**config.mk**
```make
export PLATFORM = sky130hd
export DESIGN_NAME = hh_move_unit
export DESIGN_NICKNAME = d
export VERILOG_FILES = /design/src/rtl/hh_move_pkg.sv /design/src/rtl/hh_rst_sync.sv /design/src/rtl/hh_decode.sv /design/src/rtl/hh_slot.sv /design/src/rtl/hh_read_sel.sv /design/src/rtl/hh_move_unit.sv
export SDC_FILE = /design/constraint.sdc
export NUM_CORES = 1
export LEC_CHECK = 0
export BUFFER_PORTS_ARGS = -buffer_cell sky130_fd_sc_hd__buf_2
export CAP_MARGIN = 20
export CORE_AREA = 2 2 166 168
export CTS_CLUSTER_DIAMETER = 80
export DETAILED_ROUTE_END_ITERATION = 12
export DIE_AREA = 0 0 168 170
export MAX_ROUTING_LAYER = met4
export PLACE_DENSITY = 0.73
export SYNTH_ARGS = -nofsm -noshare
export SYNTH_HDL_FRONTEND = slang
export SYNTH_HIERARCHICAL = 1
export SYNTH_SLANG_ARGS = --single-unit
```
**constraint.sdc**
```tcl
create_clock -name clk -period 21.7 [get_ports clk]
set_input_delay 3.255 -clock clk [delete_from_list [all_inputs] [get_ports clk]]
set_output_delay 3.255 -clock clk [all_outputs]
set_load 0.01 [all_outputs]
```
**src/rtl/hh_move_pkg.sv**
```systemverilog
package hh_move_pkg;
  localparam logic [5:0] OPC_SYSCTL = 6'h10;
  localparam logic [4:0] FN_READ_HI = 5'h02;
  localparam logic [4:0] FN_WRITE_HI = 5'h06;
  localparam logic [4:0] NUM_ELO0 = 5'd2;
  localparam logic [4:0] NUM_ELO1 = 5'd3;
  localparam logic [4:0] NUM_LLA = 5'd17;
  localparam logic [4:0] NUM_TAG = 5'd28;
  localparam int NSLOTS = 4;

  typedef enum logic [1:0] {
    SLOT_ELO0 = 2'd0,
    SLOT_ELO1 = 2'd1,
    SLOT_LLA  = 2'd2,
    SLOT_TAG  = 2'd3
  } slot_e;

  typedef struct packed {
    logic  is_rd;
    logic  is_wr;
    logic  dst_zero;
    logic  hit;
    slot_e slot;
  } dec_t;
endpackage

```
**src/rtl/hh_rst_sync.sv**
```systemverilog
module hh_rst_sync (
  input  logic clk,
  input  logic rst_n,
  output logic rst_n_sync
);
  logic [1:0] stage_q;

  always_ff @(posedge clk or negedge rst_n) begin
    if (!rst_n) stage_q <= 2'b00;
    else        stage_q <= {stage_q[0], 1'b1};
  end

  assign rst_n_sync = stage_q[1];
endmodule

```
**src/rtl/hh_decode.sv**
```systemverilog
module hh_decode
  import hh_move_pkg::*;
(
  input  logic        instr_valid,
  input  logic [31:0] instr,
  output dec_t        dec
);
  logic       grp_ok;
  logic [4:0] fn_f, dst_f, num_f;
  logic [2:0] sel_f;
  logic       unused_mid;

  assign grp_ok = instr_valid && (instr[31:26] == OPC_SYSCTL);
  assign fn_f   = instr[25:21];
  assign dst_f  = instr[20:16];
  assign num_f  = instr[15:11];
  assign sel_f  = instr[2:0];
  assign unused_mid = ^instr[10:3];

  always_comb begin
    dec          = '0;
    dec.is_rd    = grp_ok && (fn_f == FN_READ_HI);
    dec.is_wr    = grp_ok && (fn_f == FN_WRITE_HI);
    dec.dst_zero = (dst_f == 5'd0);
    dec.hit      = 1'b0;
    dec.slot     = SLOT_ELO0;
    unique case (num_f)
      NUM_ELO0: begin dec.hit = (sel_f == 3'd0); dec.slot = SLOT_ELO0; end
      NUM_ELO1: begin dec.hit = (sel_f == 3'd0); dec.slot = SLOT_ELO1; end
      NUM_LLA:  begin dec.hit = (sel_f == 3'd0); dec.slot = SLOT_LLA;  end
      NUM_TAG:  begin dec.hit = ~sel_f[0];       dec.slot = SLOT_TAG;  end
      default:  begin dec.hit = 1'b0;            dec.slot = SLOT_ELO0; end
    endcase
  end
endmodule

```
**src/rtl/hh_slot.sv**
```systemverilog
module hh_slot #(
  parameter int          REG_W   = 64,
  parameter int          SPLIT   = 32,
  parameter logic [31:0] HI_MASK = 32'hF
) (
  input  logic             clk,
  input  logic             rst_n,
  input  logic             hi_we,
  input  logic [31:0]      hi_data,
  input  logic             ld_en,
  input  logic [REG_W-1:0] ld_data,
  output logic [REG_W-1:0] q
);
  logic [REG_W-1:0] nxt;
  logic [31:0]      masked;
  logic             en;

  assign masked = hi_data & HI_MASK;
  assign en     = hi_we | ld_en;

  always_comb begin
    nxt = q;
    if (hi_we) begin
      for (int i = 0; i < 32; i++) begin
        if (SPLIT + i < REG_W) nxt[SPLIT+i] = masked[i];
      end
    end else if (ld_en) begin
      nxt = ld_data;
    end
  end

  always_ff @(posedge clk or negedge rst_n) begin
    if (!rst_n)  q <= '0;
    else if (en) q <= nxt;
  end
endmodule

```
**src/rtl/hh_read_sel.sv**
```systemverilog
module hh_read_sel
  import hh_move_pkg::*;
#(
  parameter int REG_W     = 64,
  parameter int ELO_SPLIT = 30,
  parameter int LL_SHIFT  = 4
) (
  input  dec_t             dec,
  input  logic             cap_ok,
  input  logic             pa_ok,
  input  logic [REG_W-1:0] elo0,
  input  logic [REG_W-1:0] elo1,
  input  logic [REG_W-1:0] lla,
  input  logic [REG_W-1:0] tag,
  output logic [31:0]      rd_data,
  output logic             rd_we
);
  localparam int LL_POS = 32 + LL_SHIFT;
  logic [31:0] hi_val;

  always_comb begin
    hi_val = '0;
    if (pa_ok && dec.hit) begin
      unique case (dec.slot)
        SLOT_ELO0: hi_val = 32'(elo0 >> ELO_SPLIT);
        SLOT_ELO1: hi_val = 32'(elo1 >> ELO_SPLIT);
        SLOT_LLA:  hi_val = 32'(lla >> LL_POS);
        SLOT_TAG:  hi_val = 32'(tag >> 32);
        default:   hi_val = '0;
      endcase
    end
  end

  assign rd_we   = dec.is_rd && cap_ok && !dec.dst_zero;
  assign rd_data = rd_we ? hi_val : 32'd0;
endmodule

```
**src/rtl/hh_move_unit.sv**
```systemverilog
module hh_move_unit
  import hh_move_pkg::*;
#(
  parameter bit WIDE64   = 1'b1,
  parameter int PABITS   = 40,
  parameter int LL_SHIFT = 4,
  parameter int REG_W    = 64
) (
  input  logic             clk,
  input  logic             rst_n,
  input  logic             instr_valid,
  input  logic [31:0]      instr,
  input  logic [31:0]      gpr_val,
  input  logic             cap_move_hi,
  input  logic             ext_pa_en,
  input  logic             ld_en,
  input  logic [1:0]       ld_idx,
  input  logic [REG_W-1:0] ld_data,
  output logic [31:0]      rd_data,
  output logic             rd_we,
  output logic             ri_exc,
  output logic [REG_W-1:0] elo0_q,
  output logic [REG_W-1:0] elo1_q,
  output logic [REG_W-1:0] lla_q,
  output logic [REG_W-1:0] tag_q
);
  localparam int          ELO_SPLIT = WIDE64 ? 30 : 32;
  localparam logic [63:0] PA_MASK   = (64'd1 << PABITS) - 64'd1;
  localparam logic [31:0] HI_MASK   = 32'(PA_MASK >> 36);

  logic             rst_n_int;
  dec_t             dec;
  logic             wr_ok;
  logic [REG_W-1:0] q_arr [NSLOTS];

  hh_rst_sync u_rst (
    .clk        (clk),
    .rst_n      (rst_n),
    .rst_n_sync (rst_n_int)
  );

  hh_decode u_dec (
    .instr_valid (instr_valid),
    .instr       (instr),
    .dec         (dec)
  );

  assign ri_exc = (dec.is_rd || dec.is_wr) && !cap_move_hi;
  assign wr_ok  = dec.is_wr && cap_move_hi && ext_pa_en && dec.hit &&
                  (dec.slot != SLOT_LLA);

  for (genvar k = 0; k < NSLOTS; k++) begin : g_slot
    localparam int SPL = (k < 2) ? ELO_SPLIT : 32;
    logic hi_we_k, ld_en_k;
    assign hi_we_k = wr_ok && (dec.slot == slot_e'(k));
    assign ld_en_k = ld_en && (ld_idx == 2'(k));
    hh_slot #(
      .REG_W   (REG_W),
      .SPLIT   (SPL),
      .HI_MASK (HI_MASK)
    ) u_slot (
      .clk     (clk),
      .rst_n   (rst_n_int),
      .hi_we   (hi_we_k),
      .hi_data (gpr_val),
      .ld_en   (ld_en_k),
      .ld_data (ld_data),
      .q       (q_arr[k])
    );
  end

  assign elo0_q = q_arr[0];
  assign elo1_q = q_arr[1];
  assign lla_q  = q_arr[2];
  assign tag_q  = q_arr[3];

  hh_read_sel #(
    .REG_W     (REG_W),
    .ELO_SPLIT (ELO_SPLIT),
    .LL_SHIFT  (LL_SHIFT)
  ) u_rd (
    .dec     (dec),
    .cap_ok  (cap_move_hi),
    .pa_ok   (ext_pa_en),
    .elo0    (q_arr[0]),
    .elo1    (q_arr[1]),
    .lla     (q_arr[2]),
    .tag     (q_arr[3]),
    .rd_data (rd_data),
    .rd_we   (rd_we)
  );
endmodule

```
==> key figures, run 1 <==
Route
  – Vias: 8209
  – Drt total wl: 34.1 mm
  – DRC viols: 0
  – DRT antenna net count: 0
  – Vias/cell: 5.22
  – Drt pass-1 iters: 4
  – Routed wire length per instance: 21.7 um
  – Detailed router's first-iteration violation count: 565

Die
  – Rows: 60
  – Die height: 170 um
  – Initial Util: 0.446
  – Core Area: 26700 sq um
  – Chip width: 168 um
  – Io pins: 426
  – Die Area: 28600 sq um

Finish
  – Register area: 6460 sq um
  – Area of the multi-input gates: 5030 sq um
  – Layout cell share with drive strength beyond 1: 0.510
  – Area delta synth->final: 25.7%
  – Final Core Density: 0.561
  – Final net count: 1344
  – Fillers: 2211

Logic synthesis
  – Main area contributors after synthesis: dfrtp_1 54%, mux2_4 15%, mux2i_1 11%, mux4_2 4.5%, nor2_1 3.9%
  – Top FF cell, synth: dfrtp_1
  – Syn_nets: 967
  – Post-synth EDFFs: 0
  – Synth area leader: dfrtp_1
  – Register area share after synthesis: 0.543
  – Mapped cell area: 11900 sq um
  – Synth cell count leaders: 258 x dfrtp_1, 132 x mux2i_1, 123 x nor2_1
  – Post-synth top area share: 0.543
  – Post-synthesis async set-or-reset flop share: 1.00
  – Top-count cell post-synth: dfrtp_1
  – Syn Area/Cell: 14.3 sq um
  – Distinct cells, synth: 35
  – Synth warn: 6
  – Yosys reg bits: 258
  – Synth Instances: 831

Clock tree
  – Clk slew on worst S/H paths: 0.06 ns
  – CTS Hold Bufs: 0
  – Postcts setup bufs: 0
  – CTS resizes: 0
  – CTS root buf: clkbuf_16
  – Max Root-Sink Buffers: 3
  – TritonCTS Sinks: 258
  – H-tree depth: 1
  – Clock Latency Late Sink: 0.52 ns
  – Total clock buffers created by CTS: 27
  – CTS tree: yes

STA
  – Final setup vio count: 0
  – Slew Limit Fails: 0
  – Final TNS setup: 0 ns
  – Max Clk Rate: 115 MHz
  – RSZ-0062 raised after global routing: no
  – Fin Clk Skew: 0.00777 ns
  – Rel. slew slack: 0.393
  – Post-layout min period: 8.71 ns
  – Count of final hold-check violations: 0
  – Fin crit share: 0.402
  – Worst-Margin Slew: 0.910 ns

Global routing
  – Gr usage total: 0.240
  – Largest net degree at the start of global routing: 71
  – Initial antenna violation count: 4
  – First-pass GRT wire length: 51.0 mm
  – Vias in the first global route: 8465
  – Total grt overflow: 0

Critical path
  – Critical path arrival: 5.46 ns
  – Type of origin of the critical path: input pin
  – Required @ worst endpoint: 18.45 ns
  – Setup crit end kind: output port
  – Crit-path max FO: 39
  – WS Path Type: in -> out

Placed design
  – IO buf count: 389
  – Post-DP HPWL: 22.7 mm
  – Gpl congestion: 0.813

Outcome
  – Status: finished, final reports clean

Pwr
  – Combinational fraction of design power: 0.220
  – Worst VDD drop: 0.0591 mV
  – Sw Share: 0.279
  – Internal power: 1.03 mW
  – Overall power: 1.43 mW
  – LEAKAGE: 7.19 nW
  – Sequential share of power: 0.439
  – Clk pwr share: 0.341
  – Power per cell area: 95.4 nW/um^2
  – Net Switching: 398 uW

Worst hold path
  – Min-delay worst type: reg -> reg

Run
  – Max-Cap Viols: 0
[cells by family (layout without fill, tap and decap cells)]
kind of cell | Yosys count | count (layout) | synth area share
AO/OA/AOI/OAI | 23 | 23 | 0.0106
buffers and inverters | 60 | 456 | 0.0386
flip-flops | 258 | 258 | 0.543
multiplexers | 288 | 288 | 0.324
other | 2 | 6 | 0.000631
AND/OR/NAND/NOR | 200 | 200 | 0.0832
[worst max-delay path, stage by stage]
cell     delay (ns)
buf_2          0.08
nor2b_1        0.21
nand3_1        0.15
nand2_2        0.09
buf_4          0.55
mux4_1         0.69
nor2b_1        0.17
buf_2          0.18
[power by group through the flow]
stage               clock network (mW)  registers, mW  logic (mW)
finish                           0.487          0.626       0.314
detailed placement                   0          0.630       0.316
CTS                              0.495          0.626       0.316
floorplan                            0          0.668       0.138
global placement                     0          0.629       0.308
global route                     0.517          0.637       0.336
[flip-flops by register name, indices dropped and copies added (netlist names)]
register	count
g_slot.u_slot/q	256
u_rst/stage_q	2
[metal layers]
| layer | global-route usage | vias to the layer above | part of all wire |
|---|---|---|---|
| li1 | - | 3632 | - |
| met3 | 0.0316 | 73 | 0.049 |
| met4 | 0.0858 | 0 | 0.034 |
| met2 | 0.389 | 276 | 0.49 |
| met5 | - | - | 0 |
| met1 | 0.312 | 4228 | 0.43 |
[placed cells by master (no fill, tap or decap), drive strengths merged, types with 5 or more instances in the layout]
cell	n
o21ai	16
mux2i	132
clkinv	5
mux4	28
nand3	8
nor2	124
clkbuf	38
nor2b	36
nand2	19
buf	407
mux2	128
dfrtp	258
[metrics by stage]
stage / instances / hold slack [ns] / setup slack (ns) / area, sq um
2_1_floorplan: 831 / 0.331 / 13.72 / 11900
3_3_place_gp: 1520 / 0.338 / 12.97 / 14000
3_5_place_dp: 1520 / 0.347 / 12.92 / 14000
4_1_cts: 1568 / 0.360 / 12.92 / 14900
5_1_grt: 1572 / 0.366 / 12.81 / 15000
6_report: 1572 / 0.359 / 12.99 / 15000
[layout make-up]
type / count / area share
timing repair buffer: 407 / 0.139
multi-input combinational: 513 / 0.336
antenna: 4 / 0.000669
tap: 341 / 0.0285
sequential: 258 / 0.432
clock buffer: 38 / 0.0526
clock inverter: 10 / 0.0102
inverter: 1 / 0.000251
[final timing paths]
check	start	to	slack (ns)	depth (start not counted)
setup / recovery	instr[15]	rd_data[1]	12.99	8
hold / removal	u_rst/stage_q[0]	u_rst/stage_q[1]	0.36	0
setup reg to reg	u_rst/stage_q[1]	g_slot[2].u_slot/q[5]	19.19	2
hold reg to reg	u_rst/stage_q[0]	u_rst/stage_q[1]	0.36	0
max in group asynchronous	rst_n	u_rst/stage_q[1]	19.09	1
min in group asynchronous	u_rst/stage_q[1]	g_slot[0].u_slot/q[63]	0.41	0
No activity file was read; power rests on OpenSTA's default activity.
==> inputs of run 2 (changes only) <==
--- a/config.mk
+++ b/config.mk
@@ -5,14 +5,15 @@
 export SDC_FILE = /design/constraint.sdc
 export NUM_CORES = 1
 export LEC_CHECK = 0
+export ABC_AREA = 1
 export BUFFER_PORTS_ARGS = -buffer_cell sky130_fd_sc_hd__buf_2
 export CAP_MARGIN = 20
-export CORE_AREA = 2 2 166 168
+export CORE_AREA = 2 2 165 167
 export CTS_CLUSTER_DIAMETER = 80
 export DETAILED_ROUTE_END_ITERATION = 12
-export DIE_AREA = 0 0 168 170
+export DIE_AREA = 0 0 167 169
 export MAX_ROUTING_LAYER = met4
-export PLACE_DENSITY = 0.73
+export PLACE_DENSITY = 0.72
 export SYNTH_ARGS = -nofsm -noshare
 export SYNTH_HDL_FRONTEND = slang
 export SYNTH_HIERARCHICAL = 1
==> constraint.sdc (replaced) <==
create_clock -name clk -period 8.2 [get_ports clk]
set_input_delay 1.23 -clock clk [delete_from_list [all_inputs] [get_ports clk]]
set_output_delay 1.23 -clock clk [all_outputs]
set_load 0.01 [all_outputs]
==> run 2 against run 1 <==
Sequential cell count unchanged; routed wire length increased by 17%; hold slack better by 0.0067 ns; core utilization down 1.3 points; critical path type unchanged; non-clock buffer count decreased by 2; cell count is 41% higher; power is 140% higher; largest power group unchanged; highest routed layer unchanged; first-iteration DRC count grew 79%.
==> key figures, run 2 <==
Outcome
  – Status: finished, final reports clean

Clock tree
  – Clk slew on worst S/H paths: 0.06 ns
  – CTS resizes: 0
  – CTS root buf: clkbuf_16
  – CTS tree: yes
  – Total clock buffers created by CTS: 27
  – H-tree depth: 1
  – Max Root-Sink Buffers: 3
  – CTS Hold Bufs: 0
  – Postcts setup bufs: 0
  – TritonCTS Sinks: 258
  – Clock Latency Late Sink: 0.53 ns

Finish
  – Final Core Density: 0.548
  – Commonest non-fill, non-tap cells in the layout: 842 x nand2_1, 389 x buf_2, 257 x dfrtp_1, 137 x nand3_1, 66 x nor2_1
  – # diodes: 0
  – Area delta synth->final: 25.5%
  – Top reg by flops: g_slot.u_slot/q
  – Final net count: 2001
  – Max FFs per register: 256
  – Fillers: 2552
  – Commonest non-fill, non-tap cell in the layout: nand2_1
  – Largest regs: g_slot.u_slot/q (256), u_rst/stage_q (2)
  – Finished Layout Cells: 2223
  – Layout cell share with drive strength beyond 1: 0.251
  – Post-route design area: 14500 sq um

STA
  – Final setup vio count: 0
  – Worst-Margin Slew: 1.07 ns
  – RSZ-0062 raised after global routing: no
  – Max Clk Rate: 197 MHz
  – Slew Limit Fails: 0
  – Fin crit share: 0.618
  – Fin Clk Skew: 0.00872 ns
  – Count of final hold-check violations: 0
  – Post-layout min period: 5.07 ns
  – Hold slack final: 0.366 ns
  – Rel. slew slack: 0.285
  – Final TNS setup: 0 ns

Route
  – Drt total wl: 40.1 mm
  – Drt pass-1 iters: 5
  – Routed wl met2: 19.1 mm
  – Vias: 11500
  – Vias/cell: 5.16
  – Met1 wire length: 16.2 mm
  – DRT antenna net count: 0
  – Top Layer Used: met4
  – DRC viols: 0
  – Detail Route met3 WL: 3.77 mm
  – Routed wire length per instance: 18.0 um
  – Detailed router's first-iteration violation count: 1014

Critical path
  – Slowest-stage cell, CP: buf_4
  – Critical path's largest stage delay: 0.60 ns
  – Critical path arrival: 3.84 ns
  – Setup slack, reg-to-reg: 5.98 ns
  – Reg2reg end: g_slot[0].u_slot/q[40]
  – Required @ worst endpoint: 6.97 ns
  – R2R depth: 3
  – Setup crit end kind: output port
  – Crit-path max FO: 66
  – Critical path cell sequence: buf_2 -> inv_1 -> nor2_2 -> nand2_2 -> nand2_2 -> buf_4 -> nor2_1 -> nor2_2 -> nand2_1 -> inv_2 -> nand3_1 -> nor2_1 -> buf_2
  – WS Path Type: in -> out
  – Type of origin of the critical path: input pin
  – FF-to-FF Start: u_rst/stage_q[1]

Run
  – Max-Cap Viols: 0

Logic synthesis
  – Syn Area/Cell: 7.67 sq um
  – Register area share after synthesis: 0.557
  – Main area contributors after synthesis: dfrtp_1 56%, nand2_1 27%, nand3_1 5.9%, buf_2 2.9%, nor2_1 2.4%
  – Top-count cell post-synth: nand2_1
  – Synth warn: 6
  – Syn_nets: 1647
  – Distinct cells, synth: 21
  – Top FF cell, synth: dfrtp_1
  – Synth cell count leaders: 842 x nand2_1, 258 x dfrtp_1, 137 x nand3_1
  – Post-synthesis async set-or-reset flop share: 1.00
  – Post-synth EDFFs: 0
  – Post-synth top area share: 0.557
  – Synth area leader: dfrtp_1
  – Mapped cell area: 11600 sq um
  – Yosys reg bits: 258
  – Synth Instances: 1511

Pwr
  – Worst VDD drop: 0.151 mV
  – LEAKAGE: 8.56 nW
  – Power per cell area: 236 nW/um^2

Global routing
  – Gr usage total: 0.287
  – Total grt overflow: 0
  – Vias in the first global route: 11300
  – Largest net degree at the start of global routing: 80
  – First-pass GRT wire length: 62.4 mm
  – Initial antenna violation count: 0

Die
  – Die Area: 28200 sq um
  – Core Area: 26500 sq um
  – Io pins: 426
  – Initial Util: 0.437
  – Chip width: 167 um
  – Rows: 60
  – Die height: 169 um

Worst hold path
  – Min-delay worst type: reg -> reg
  – Worst Hold Launch: u_rst/stage_q[0]
  – WHS Endpoint: u_rst/stage_q[1]
  – Hold Path Stages: 0

Placed design
  – Post-Place Cells: 2175
  – IO buf count: 389
  – Gpl congestion: 0.851
  – Post-DP HPWL: 26.5 mm
  – Post-DP Area: 13700 sq um
-- run 2: worst max-delay path by stage --
stage | startpoint | end | slack [ns]
floorplan | u_rst/stage_q[1] | g_slot[0].u_slot/q[0] | 0.48
global placement | instr[15] | rd_data[30] | 3.25
detailed placement | instr[15] | rd_data[25] | 3.15
CTS | instr[15] | rd_data[25] | 3.14
global route | instr[15] | rd_data[25] | 2.96
finish | instr[15] | rd_data[25] | 3.13
-- run 2: critical path, delay by kind of cell --
family | cells | cell delay (ns)
buffers and inverters | 5 | 1.50
AND/OR/NAND/NOR | 8 | 1.07
-- run 2: kinds of logic (layout without fill, tap and decap cells) --
group,Yosys count,in the layout,synth area share
AND/OR/NAND/NOR,1074,1074,0.367
buffers and inverters,155,526,0.0655
flip-flops,258,258,0.557
AO/OA/AOI/OAI,22,22,0.00951
other,2,2,0.000648
-- run 2: layer usage --
metal  GRT usage  vias to the layer above
met5           -                        -
met4      0.0858                        0
met3      0.0580                       77
met2       0.467                      600
met1       0.365                     5493
li1            -                     5300
-- run 2: stage by stage --
| step | power (mW) | setup WS (ns) |
|---|---|---|
| 6_report | 3.42 | 3.13 |
| 5_1_grt | 3.59 | 2.96 |
| 4_1_cts | 3.44 | 3.14 |
| 3_5_place_dp | 2.27 | 3.15 |
| 3_3_place_gp | 2.25 | 3.25 |
| 2_1_floorplan | 1.93 | 0.478 |
-- run 2: power by group --
group,switching (mW),internal [mW],leakage [nW]
clock,0.502,0.662,0.405
combinational,0.413,0.251,4.90
sequential,0.135,1.46,3.25
total,1.05,2.37,8.56
-- run 2: layout make-up --
class / count / area [sq um] / share of cell area
timing repair buffer: 405 / 2100 / 0.144
sequential: 258 / 6460 / 0.445
clock buffer: 37 / 743 / 0.0511
inverter: 75 / 282 / 0.0194
tap: 341 / 427 / 0.0294
clock inverter: 9 / 80.1 / 0.00551
multi-input combinational: 1098 / 4440 / 0.306
==> inputs of run 3 (changes only) <==
==> constraint.sdc (replaced) <==
create_clock -name clk -period 5.01 [get_ports clk]
set_input_delay 0.7515 -clock clk [delete_from_list [all_inputs] [get_ports clk]]
set_output_delay 0.7515 -clock clk [all_outputs]
set_load 0.01 [all_outputs]
==> run 3 against run 2 <==
Clock skew fell by 0.0017 ns; cell area rose by 1.5%; cell count rose by 0.31%; worst setup slack got worse by 1.9 ns; routed wire length rose by 0.61%; largest cell class unchanged; non-clock buffer count rose by 2; register-to-register slack got worse by 2.3 ns; clock power rose by 90%; die area did not move; sequential power rose by 63%; core utilization rose by 0.81 points; hold slack got worse by 0.23 ns; largest power group unchanged.
==> key figures, run 3 (synthesis results as in run 2) <==
Clock tree
  – Clock Latency Late Sink: 0.53 ns
  – Max Root-Sink Buffers: 3
  – CTS tree: yes
  – Clk slew on worst S/H paths: 0.06 ns
  – Postcts setup bufs: 0
  – TritonCTS Sinks: 258
  – Total clock buffers created by CTS: 28
  – H-tree depth: 1
  – CTS resizes: 0
  – CTS root buf: clkbuf_16

STA
  – Fin Clk Skew: 0.00697 ns
  – Count of final hold-check violations: 0
  – Final TNS setup: 0 ns
  – Min setup slack post-route: 1.23 ns
  – RSZ-0062 raised after global routing: no
  – Slew Limit Fails: 0
  – Fin crit share: 0.754
  – Rel. slew slack: 0.321
  – Hold slack final: 0.140 ns
  – Max Clk Rate: 265 MHz
  – Worst-Margin Slew: 1.02 ns
  – Final setup vio count: 0
  – Post-layout min period: 3.78 ns

Pwr
  – LEAKAGE: 8.66 nW
  – Worst VDD drop: 0.301 mV
  – Power per cell area: 401 nW/um^2

Finish
  – Commonest non-fill, non-tap cell in the layout: nand2_1
  – Commonest non-fill, non-tap cells in the layout: 842 x nand2_1, 389 x buf_2, 257 x dfrtp_1, 137 x nand3_1, 66 x nor2_1
  – Final net count: 2004
  – Finished Layout Cells: 2230
  – Layout cell share with drive strength beyond 1: 0.256
  – Top reg by flops: g_slot.u_slot/q
  – Area delta synth->final: 27.3%
  – Max FFs per register: 256
  – Largest regs: g_slot.u_slot/q (256), u_rst/stage_q (2)

Critical path
  – Critical path arrival: 3.03 ns
  – Setup slack, reg-to-reg: 3.66 ns
  – Required @ worst endpoint: 4.26 ns
  – Crit-path max FO: 70
  – WS Path Type: in -> out
  – Type of origin of the critical path: input pin
  – Setup crit end kind: output port

Placed design
  – Post-DP HPWL: 27.2 mm
  – Pre-CTS worst setup slack: 1.26 ns
  – Post-Place Cells: 2176
  – Gpl congestion: 0.868
  – IO buf count: 389

Route
  – DRC viols: 0
  – Detailed router's first-iteration violation count: 1048
  – Routed wire length per instance: 18.1 um
  – Drt total wl: 40.3 mm
  – DRT antenna net count: 0
  – Vias: 11400
  – Drt pass-1 iters: 6
  – Vias/cell: 5.13

Die
  – Rows: 60
  – Die Area: 28200 sq um
  – Core Area: 26500 sq um
  – Chip width: 167 um
  – Die height: 169 um
  – Io pins: 426
  – Initial Util: 0.437

Outcome
  – Status: finished, final reports clean

Global routing
  – Gr usage total: 0.290
  – Initial antenna violation count: 1
  – Total grt overflow: 0
  – First-pass GRT wire length: 62.5 mm
  – Largest net degree at the start of global routing: 141
  – Vias in the first global route: 11300

Run
  – Max-Cap Viols: 0

Worst hold path
  – Min-delay worst type: reg -> async
run 3: cell types whose count changed in the layout (fill, tap and decap cells not counted):
cell           delta
dlygate4sd3_1     +1
clkbuf_16         +2
diode_2           +1
buf_4             -2
clkbuf_1          -6
clkbuf_4          +1
inv_6             -1
buf_12            +2
clkinvlp_4        +2
bufinv_16         +3
clkbuf_8          +3
clkinv_2          +1
run 3: final timing paths:
kind	start	end	cells past startpoint
min	u_rst/stage_q[1]	g_slot[0].u_slot/q[30]	0
max in group asynchronous	u_rst/stage_q[1]	g_slot[2].u_slot/q[46]	2
max reg2reg	u_rst/stage_q[1]	g_slot[2].u_slot/q[46]	2
min reg2reg	u_rst/stage_q[1]	g_slot[0].u_slot/q[30]	0
min in group clk	u_rst/stage_q[0]	u_rst/stage_q[1]	0
max	instr[13]	rd_data[27]	11
run 3: area by class of cell:
class | count | area [sq um]
Antenna cell | 1 | 2.50
Clock buffer | 36 | 812
Clock inverter | 14 | 181
Fill cell | 2515 | 11800
Inverter | 75 | 282
Multi-Input combinational cell | 1098 | 4440
Sequential cell | 258 | 6460
Tap cell | 341 | 427
Timing Repair Buffer | 407 | 2140
run 3: per-layer routing:
metal,up-vias,share of wire,track usage
met5,-,0,-
met2,577,0.48,0.480
met3,87,0.091,0.0622
li1,5321,-,-
met4,0,0.031,0.101
met1,5463,0.40,0.354
run 3: what timing repair did:
item | in CTS | in global routing
hold buffers | 1 | 0
endpoints found under the hold margin | 2 | 0
endpoints found under the setup margin | 0 | 0
run 3: critical path: stages:
cell,delay (ns)
buf_2,0.11
nor2_1,0.15
nand3_1,0.14
o21ai_4,0.56
buf_12,0.35
inv_2,0.17
nand2_1,0.29
nand2_1,0.10
nor2_1,0.17
nor2_1,0.05
buf_2,0.13
run 3: per-stage QoR:
| stage | power, mW | instance area, sq um | util |
|---|---|---|---|
| 6_report | 5.91 | 14700 | 0.557 |
| 5_1_grt | 6.20 | 14700 | 0.557 |
| 4_1_cts | 5.95 | 14700 | 0.555 |
| 3_5_place_dp | 3.73 | 13700 | 0.517 |
| 3_3_place_gp | 3.70 | 13700 | 0.517 |
| 2_1_floorplan | 3.16 | 11600 | - |
run 3: report_power, final:
group          internal (mW)  switching [mW]
sequential              2.39           0.218
clock                   1.34           0.859
combinational          0.412           0.685
total                   4.15            1.76
